===== src/rtl/adc_host_pkg.sv =====
package adc_host_pkg;
  typedef enum logic [2:0] {
    ST_IDLE,
    ST_ADDR,
    ST_WAIT,
    ST_POLL,
    ST_READ
  } st_e;
endpackage


===== src/rtl/adc_sclk_div.sv =====
module adc_sclk_div #(
  parameter int DIV_W = 8
) (
  input  logic             clk_i,
  input  logic             rst_ni,
  input  logic             run_i,
  input  logic             toggle_i,
  input  logic [DIV_W-1:0] div_i,
  output logic             sclk_o,
  output logic             tick_o,
  output logic             rise_o,
  output logic             fall_o
);
  logic [DIV_W-1:0] cnt_q;

  assign tick_o = run_i && (cnt_q == div_i);
  assign rise_o = tick_o && toggle_i && !sclk_o;
  assign fall_o = tick_o && toggle_i && sclk_o;

  always_ff @(posedge clk_i or negedge rst_ni) begin
    if (!rst_ni) begin
      cnt_q  <= '0;
      sclk_o <= 1'b0;
    end else if (!run_i) begin
      cnt_q  <= '0;
      sclk_o <= 1'b0;
    end else begin
      cnt_q <= tick_o ? '0 : cnt_q + 1'b1;
      if (tick_o && toggle_i) sclk_o <= ~sclk_o;
    end
  end
endmodule


===== src/rtl/adc_chan_gate.sv =====
module adc_chan_gate #(
  parameter int ADDR_W    = 4,
  parameter int TEST_BASE = 12
) (
  input  logic [ADDR_W-1:0] chan_i,
  output logic              legal_o
);
  localparam logic [ADDR_W-1:0] BASE = ADDR_W'(TEST_BASE);
  assign legal_o = chan_i < BASE;
endmodule


===== src/rtl/adc_host_seq.sv =====
module adc_host_seq
  import adc_host_pkg::*;
#(
  parameter int ADDR_W          = 4,
  parameter int RES_W           = 8,
  parameter int WAIT_PERIODS    = 64,
  parameter int TIMEOUT_PERIODS = 80
) (
  input  logic              clk_i,
  input  logic              rst_ni,
  input  logic              req_i,
  input  logic [ADDR_W-1:0] chan_i,
  input  logic              legal_i,
  input  logic              poll_i,
  input  logic              tick_i,
  input  logic              rise_i,
  input  logic              fall_i,
  input  logic              do_i,
  output logic              run_o,
  output logic              toggle_o,
  output logic              ready_o,
  output logic              cs_no,
  output logic              di_o,
  output logic              valid_o,
  output logic [RES_W-1:0]  data_o,
  output logic [ADDR_W-1:0] chan_o,
  output logic              err_o,
  output logic              timeout_o
);
  localparam int ADDR_FALLS = 2 * ADDR_W;
  localparam int WAIT_TICKS = 2 * WAIT_PERIODS;
  localparam int CNT_MAX    = (WAIT_TICKS > TIMEOUT_PERIODS + 1) ? WAIT_TICKS : TIMEOUT_PERIODS + 1;
  localparam int CNT_W      = $clog2(CNT_MAX + 1);
  localparam int BIT_W      = $clog2(RES_W + 1);

  st_e               st_q;
  logic [CNT_W-1:0]  cnt_q;
  logic [BIT_W-1:0]  nbits_q;
  logic [ADDR_W-1:0] sh_out_q;
  logic [RES_W-1:0]  sh_in_q;
  logic              poll_q;

  assign run_o    = (st_q != ST_IDLE);
  assign toggle_o = (st_q == ST_ADDR) || (st_q == ST_POLL) || (st_q == ST_READ);
  assign ready_o  = (st_q == ST_IDLE);

  always_ff @(posedge clk_i or negedge rst_ni) begin
    if (!rst_ni) begin
      st_q      <= ST_IDLE;
      cnt_q     <= '0;
      nbits_q   <= '0;
      sh_out_q  <= '0;
      sh_in_q   <= '0;
      poll_q    <= 1'b0;
      cs_no     <= 1'b1;
      di_o      <= 1'b0;
      valid_o   <= 1'b0;
      data_o    <= '0;
      chan_o    <= '0;
      err_o     <= 1'b0;
      timeout_o <= 1'b0;
    end else begin
      valid_o   <= 1'b0;
      err_o     <= 1'b0;
      timeout_o <= 1'b0;
      unique case (st_q)
        ST_IDLE: if (req_i) begin
          if (!legal_i) begin
            err_o <= 1'b1;
          end else begin
            cs_no    <= 1'b0;
            di_o     <= chan_i[ADDR_W-1];
            sh_out_q <= {chan_i[ADDR_W-2:0], 1'b0};
            chan_o   <= chan_i;
            poll_q   <= poll_i;
            cnt_q    <= '0;
            st_q     <= ST_ADDR;
          end
        end
        ST_ADDR: if (fall_i) begin
          di_o     <= sh_out_q[ADDR_W-1];
          sh_out_q <= sh_out_q << 1;
          cnt_q    <= cnt_q + 1'b1;
          if (cnt_q == CNT_W'(ADDR_FALLS - 1)) begin
            cnt_q <= '0;
            st_q  <= poll_q ? ST_POLL : ST_WAIT;
          end
        end
        ST_WAIT: if (tick_i) begin
          cnt_q <= cnt_q + 1'b1;
          if (cnt_q == CNT_W'(WAIT_TICKS - 1)) begin
            cnt_q   <= '0;
            nbits_q <= '0;
            st_q    <= ST_READ;
          end
        end
        ST_POLL: begin
          if (rise_i) begin
            if (do_i) begin
              sh_in_q <= {{(RES_W-1){1'b0}}, 1'b1};  // MSB seen
              nbits_q <= BIT_W'(1);
              st_q    <= ST_READ;
            end else begin
              cnt_q <= cnt_q + 1'b1;
            end
          end else if (fall_i && cnt_q == CNT_W'(TIMEOUT_PERIODS)) begin
            timeout_o <= 1'b1;
            cs_no     <= 1'b1;
            st_q      <= ST_IDLE;
          end
        end
        ST_READ: begin
          if (rise_i) begin
            sh_in_q <= {sh_in_q[RES_W-2:0], do_i};
            nbits_q <= nbits_q + 1'b1;
          end else if (fall_i && nbits_q == BIT_W'(RES_W)) begin
            valid_o <= 1'b1;
            data_o  <= sh_in_q;
            cs_no   <= 1'b1;
            st_q    <= ST_IDLE;
          end
        end
        default: st_q <= ST_IDLE;
      endcase
    end
  end
endmodule


===== src/rtl/adc_host_ctrl.sv =====
module adc_host_ctrl #(
  parameter int ADDR_W          = 4,
  parameter int RES_W           = 8,
  parameter int DIV_W           = 8,
  parameter int TEST_BASE       = 12,
  parameter int WAIT_PERIODS    = 64,
  parameter int TIMEOUT_PERIODS = 80
) (
  input  logic              clk_i,
  input  logic              rst_ni,
  input  logic              req_i,
  input  logic [ADDR_W-1:0] chan_i,
  input  logic              poll_i,
  input  logic [DIV_W-1:0]  div_i,
  input  logic              do_i,
  output logic              ready_o,
  output logic              cs_no,
  output logic              sclk_o,
  output logic              di_o,
  output logic              valid_o,
  output logic [RES_W-1:0]  data_o,
  output logic [ADDR_W-1:0] chan_o,
  output logic              err_o,
  output logic              timeout_o
);
  logic legal, run, toggle, tick, rise, fall;

  adc_chan_gate #(.ADDR_W(ADDR_W), .TEST_BASE(TEST_BASE)) u_gate (
    .chan_i (chan_i),
    .legal_o(legal)
  );

  adc_sclk_div #(.DIV_W(DIV_W)) u_div (
    .clk_i   (clk_i),
    .rst_ni  (rst_ni),
    .run_i   (run),
    .toggle_i(toggle),
    .div_i   (div_i),
    .sclk_o  (sclk_o),
    .tick_o  (tick),
    .rise_o  (rise),
    .fall_o  (fall)
  );

  adc_host_seq #(
    .ADDR_W(ADDR_W), .RES_W(RES_W),
    .WAIT_PERIODS(WAIT_PERIODS), .TIMEOUT_PERIODS(TIMEOUT_PERIODS)
  ) u_seq (
    .clk_i    (clk_i),
    .rst_ni   (rst_ni),
    .req_i    (req_i),
    .chan_i   (chan_i),
    .legal_i  (legal),
    .poll_i   (poll_i),
    .tick_i   (tick),
    .rise_i   (rise),
    .fall_i   (fall),
    .do_i     (do_i),
    .run_o    (run),
    .toggle_o (toggle),
    .ready_o  (ready_o),
    .cs_no    (cs_no),
    .di_o     (di_o),
    .valid_o  (valid_o),
    .data_o   (data_o),
    .chan_o   (chan_o),
    .err_o    (err_o),
    .timeout_o(timeout_o)
  );
endmodule


===== config.mk =====
export PLATFORM = sky130hd
export DESIGN_NAME = adc_host_ctrl
export DESIGN_NICKNAME = d
export VERILOG_FILES = /design/src/rtl/adc_host_pkg.sv /design/src/rtl/adc_sclk_div.sv /design/src/rtl/adc_chan_gate.sv /design/src/rtl/adc_host_seq.sv /design/src/rtl/adc_host_ctrl.sv
export SDC_FILE = /design/constraint.sdc
export NUM_CORES = 1
export LEC_CHECK = 0
export BUFFER_PORTS_ARGS = -buffer_cell sky130_fd_sc_hd__buf_2
export CAP_MARGIN = 20
export CORE_MARGIN = 3
export CORE_UTILIZATION = 60
export CTS_BUF_LIST = sky130_fd_sc_hd__clkbuf_4 sky130_fd_sc_hd__clkbuf_8
export DETAILED_ROUTE_END_ITERATION = 8
export GPL_TIMING_DRIVEN = 0
export PLACE_DENSITY = 0.82
export SLEW_MARGIN = 5
export SYNTH_ARGS = -nofsm -noshare
export SYNTH_HDL_FRONTEND = slang
export SYNTH_SLANG_ARGS = --single-unit

===== constraint.sdc =====
create_clock -name clk_i -period 2.4 [get_ports clk_i]
set_input_delay 0.12 -clock clk_i [delete_from_list [all_inputs] [get_ports clk_i]]
set_output_delay 0.12 -clock clk_i [all_outputs]
set_load 0.03 [all_outputs]

Word level (Yosys, flattened, before mapping)
Cells that the tools add are included.

storage, ports and cells
  register bits = 54
  latch bits = 0
  memory bits (writable) = 0
  bits in read-only memories = 0
  output and inout bits = 19
  word-level logic and storage cells = 131
  memories = 0

operators by class
  $add $sub $neg = 3
  multiply operators = 0
  divide/modulo/power cells = 0
  $lt $le $gt $ge = 1
  equal/unequal tests = 26
  shifts and indexed selects = 0
  multiplexer cells = 60
  bitwise logic cells = 2
  reduce and logical (&&, ||, !) cells = 24

operator list
  cell                 number
  $mux 8               13
  $mux 3               11
  $mux 4               8
  $pmux 8 s4           1
  $ne 2x2->1 const B   12
  $mux 1               21
  $add 8x1->8 const B  2
  $eq 8x7->1 const B   2
  $pmux 8 s2           1
  $pmux 3 s5           1
  $reduce_and 7->1     2
  $pmux 4 s3           1
  $reduce_and 10->1    1
  $reduce_bool 3->1    3
  $eq 8x3->1 const B   1
  $eq 8x8->1           1
  $pmux 4 s2           1
  $reduce_and 4->1     2
  $eq 3x2->1 const B   2
  $logic_and 1x1->1    6
  $ne 2x1->1 const B   3
  $ne 3x3->1 const B   2
  $reduce_and 3->1     2
  $reduce_and 6->1     1
  other kinds (13)     16

Depth between registers and ports, before layout
  word-level depth = 9
  depth in mapped cells = 8
  depth with buffers taken out = 7

Cells and area by module
Synthesis repeated with hierarchy kept, for this count alone.

unflattened totals
  cell total of the unflattened synthesis = 288
  area, all modules = 2793.9 um^2

modules (own cells, without submodules)
  module         instances  cells each  area an instance (um^2)
  adc_host_seq   1          235         2262.2
  adc_sclk_div   1          52          528.0
  adc_chan_gate  1          1           3.8

Worst setup path before layout
No wires, ideal clock.

  kind = register to register
  start point = reg u_seq.st_q[1]
  end point = reg u_seq.st_q[1]
  library setup time = 0.125 ns
  arrival time = 1.919 ns
  required time = 2.275 ns
  setup slack = 0.357 ns
  cell stages (with the launch flop) = 9
  path buffers = 1
  period minus slack after synthesis = 2.043 ns
  cells stage by stage = dfrtp_1 > buf_2 > nor2_1 > nand2_1 > inv_1 > nand2_1 > and3_1 > o311ai_1 > mux2_2

RTL lines
  element                                                           RTL line             source
  start: declaration                                                adc_host_seq.sv:36   st_e st_q;
  start signal: assignment                                          adc_host_seq.sv:86   st_q <= poll_q ? ST_POLL : ST_WAIT;
  $logic_not 3->1 (*)                                               n/a
  via ready_o                                                       adc_host_ctrl.sv:16  output logic ready_o,
  $ne 2x1->1 (no source line) / $ne 2x2->1 (equally long branches)  n/a
  $reduce_and 10->1 (no source line)                                n/a

Mark *: on every way through the listed nets, which the timed path passes. The rest lies on a longest branch.
A chain may end at the register's enable or synchronous reset.

Worst setup path after layout
  start point = reg u_seq.st_q[1]
  end point = reg u_seq.st_q[1]

between the ends
  cells in the longest elaborated chain, start to end = 8

ends and longest elaborated chain
  element                                                           RTL line                                  source
  $eq 3x1->1 / $eq 3x2->1 (equally long branches)                   adc_host_seq.sv:44, adc_host_seq.sv:66
  $logic_or 1x1->1 (2 in series)                                    adc_host_seq.sv:44                        assign toggle_o = (st_q == ST_ADDR) || (st_q == ST_POLL) || (st_q == ST_READ);
  $logic_and 1x1->1                                                 adc_sclk_div.sv:17, adc_sclk_div.sv:18
  $logic_and 1x1->1                                                 adc_sclk_div.sv:18                        assign fall_o = tick_o && toggle_i && sclk_o;
  $logic_and 1x1->1, on equally long branches                       adc_host_seq.sv:106, adc_host_seq.sv:116
  $ne 3x3->1 (no source line) / $ne 2x2->1 (equally long branches)  n/a
  $reduce_and 10->1 (no source line)                                n/a

Parallel ways exist; a longest one is shown, timed or not.

==> metrics.yaml <==
track_usage_pct: 23.8
synthArstFlopShare_pct: 100
num_vias: 2581
cts_buffer_depth: 2
drive_gt1_share_pct: 22.3
end_kind: "register"
cts_num_sinks: 53
die_area_sq_mm: 0.00588
worst-path-buf-inv: 2
ys_top_cells_by_area: "dfrtp_1 (43%), mux2_2 (6.4%), nand3_1 (3.7%)"
synth_area_per_cell_sq_um: 9.61
seqCellArea_sq_mm: 0.00133
fmax_mhz: 441
arrival_ps: 2460
rr_endpoint: "u_seq.st_q[1]"
start_util_pct: 62.6
synth_warnings: 0
cts_tree: "done"
ys_ff_latch: 53
root_buffer: "clkbuf_8"
hold_violations: 0
fin_worst_skew_ps: 7.94
status: "finished clean"
multi_input_area_sq_mm: 0.00155
hold_ws_ps: 48.6
fin_tns_setup_ps: 0
path_delay_family: "simple AND/OR/NAND/NOR gates"
clk_pin_slew_ps: 90
crit_path_top_delay_cell: "dfrtp_1"
chipHeight_um: 76.7
r2r_start: "u_seq.st_q[1]"
netlist_top_cells_count: "dfrtp_1 (52), nor2_1 (26), nand2_1 (23)"
ant_nets: 0
rsz0062_at_grt: "false"
drtPass1Iterations: 6
grt_pass1_vias: 2590
die_w_um: 76.7
finalSetupViolCount: 0
drt_iter0_markers: 266
synth_most_common_cell: "dfrtp_1"
required_ps: 2590
power_density_mw_per_mm2: 666
synth-edff-count: 0
report.final.slew_viol_count: 0
start_kind: "register"
r2r_cells: 8
r2r_slack_ps: 130
wl_mm: 6.62
insertion_delay_ps: 300
period_share_pct: 94.6
wl_per_cell_um: 15.5
crit_top_cell: "nand2_1"
dp_hpwl_mm: 4.80
cp_max_fo: 10
holdPathStages: 2
avgViaCountPerCell: 6.06
grt_pass1_wl_mm: 11.6
boundaryPins: 36
diodes: 0
ys_types: 53
worst_pin_slew_ps: 577
place_ws_ps: 150
hold_class: "in2reg"
synth_flop_cell: "dfrtp_1"
grt_max_degree: 30
leakage_uw: 0.00169
place.gp.congestion: 0.930
rows: 25
port_buffers: 35
drc: 0
timing.final.ws_setup_ps: 130
grt_overflow: 0
max_slew_margin_pct: 61.5
nNetsFinal: 380
htree_levels: 2
syn2layout_area_growth_pct: 15.2
syn-instance-count: 312
cp_slowest_stage_delay_ps: 430
path_class: "reg2reg"
crit_chain: "buf_2 > nor2_1 > nand2_1 > inv_1 > nand2_1 > and3_1 > o311ai_2 > mux2_2"
fin_crit_ps: 2270
hold_path.startpoint: "poll_i"
hold_path_end: "u_seq.poll_q"
fillers: 356
max-cap-violations: 0
numCtsBuffers: 5
core-area_sq_mm: 0.00479
ys_seq_area_share_pct: 44.3
synth.top_cell.area_share_pct: 43.4
synth_area_sq_mm: 0.00300
postSynthNetCount: 334
yosysTopAreaCell: "dfrtp_1"
peakVddDrop_mv: 0.408
antenna_found_initial: 0
-- placed cells by master, fill, tap and decap left out, types with 2 or more instances in the layout --
cell type / instances
nor3_1: 7
xnor2_1: 9
o31ai_1: 3
o311ai_1: 3
mux2i_1: 3
nand4_1: 5
a211o_1: 2
dfrtp_1: 52
o22ai_1: 5
nand3b_1: 2
and4b_1: 2
bufinv_16: 2
and3_1: 10
a221oi_1: 3
nand2_1: 23
nor2b_1: 2
and4_1: 3
inv_1: 22
nand2b_1: 2
clkbuf_8: 5
nand3_1: 22
o21ai_0: 18
ha_1: 5
nor2_1: 26
clkbuf_1: 9
a21oi_1: 10
nor3b_2: 2
o41ai_4: 2
nand4b_1: 2
buf_2: 40
mux2_2: 17
buf_4: 2
a31oi_1: 6
xor2_1: 5
o211a_1: 2
-- per-stage QoR --
stage,instance area [sq um],instances,total power (uW),utilization [%]
after detailed placement,3280,415,1600,68.5
final,3450,426,2300,72.1
after floorplan,3000,312,1460,-
after CTS,3420,424,2310,71.5
after global routing,3450,426,2430,72.1
after global placement,3260,414,1580,68.1
-- how the worst max path moves through the flow --
| stage | end | cells past startpoint | slack [ps] | start |
|---|---|---|---|---|
| 2_1_floorplan | u_seq.st_q[1] | 8 | 360 | u_seq.st_q[1] |
| 3_3_place_gp | u_seq.sh_out_q[3] | 5 | 180 | u_seq.st_q[0] |
| 3_5_place_dp | u_seq.st_q[1] | 6 | 150 | u_div.cnt_q[2] |
| 4_1_cts | u_seq.st_q[1] | 6 | 120 | u_div.cnt_q[2] |
| 5_1_grt | u_seq.nbits_q[1] | 7 | 5 | u_seq.st_q[1] |
| 6_report | u_seq.st_q[1] | 8 | 130 | u_seq.st_q[1] |
-- flip-flops by register name (all words and copies together), names as in the netlist, 3 cells and up --
| signal | count |
|---|---|
| u_seq.nbits_q | 4 |
| u_div.cnt_q | 8 |
| u_seq.data_o | 8 |
| u_seq.sh_in_q | 8 |
| u_seq.sh_out_q | 3 |
| u_seq.st_q | 3 |
| u_seq.chan_o | 4 |
| u_seq.cnt_q | 8 |
-- cells by family (layout without fill, tap and decap cells) --
family | after synthesis | after routing | share of synthesized area [%]
DFF | 53 | 53 | 44.3
and+or+nand+nor | 114 | 114 | 20.1
muxes | 20 | 20 | 7.39
buffers and inverters | 36 | 83 | 4.72
AOI/OAI and AO/OA | 70 | 70 | 17.4
xor gates and xnor gates | 14 | 14 | 4.09
adders and majority gates | 5 | 5 | 2.09
-- where the power goes --
| group | switching, uW | leakage (uW) | internal, uW | total [uW] |
|---|---|---|---|---|
| Sequential | 103 | 0.000631 | 981 | 1080 |
| Combinational | 299 | 0.000991 | 214 | 513 |
| Clock | 288 | 0.0000681 | 414 | 702 |
| Total | 689 | 0.00169 | 1610 | 2300 |
-- cell type report --
| class | count | area share (%) |
|---|---|---|
| plain buffers | 14 | 1.70 |
| clock buffers | 5 | 1.99 |
| clock inverters | 3 | 1.88 |
| inverters | 22 | 2.39 |
| multi-input cells | 223 | 44.8 |
| flip-flops and latches | 53 | 38.5 |
| well taps | 67 | 2.43 |
| repair buffers | 39 | 6.38 |
-- per-layer routing --
layer  vias up  track usage (%)  wire length, um
met5         -                0                0
met4         0             9.06              158
met3        21             4.58              475
met2       103             39.0             3070
met1      1231             31.3             2920
li1       1226                -                -
-- timing repair --
item,4_1_cts,5_1_grt
endpoints found under the setup margin,0,9
hold buffers,1,0
endpoints found under the hold margin,24,0
gates resized for setup,0,3
setup buffers,0,2
-- worst reg2reg max path, stage by stage (launching register included) --
cell	delay, ps
dfrtp_1	430
buf_2	200
nor2_1	420
nand2_1	180
inv_1	150
nand2_1	100
and3_1	190
o311ai_2	120
mux2_2	380
Power figures use the tool's default switching activity.
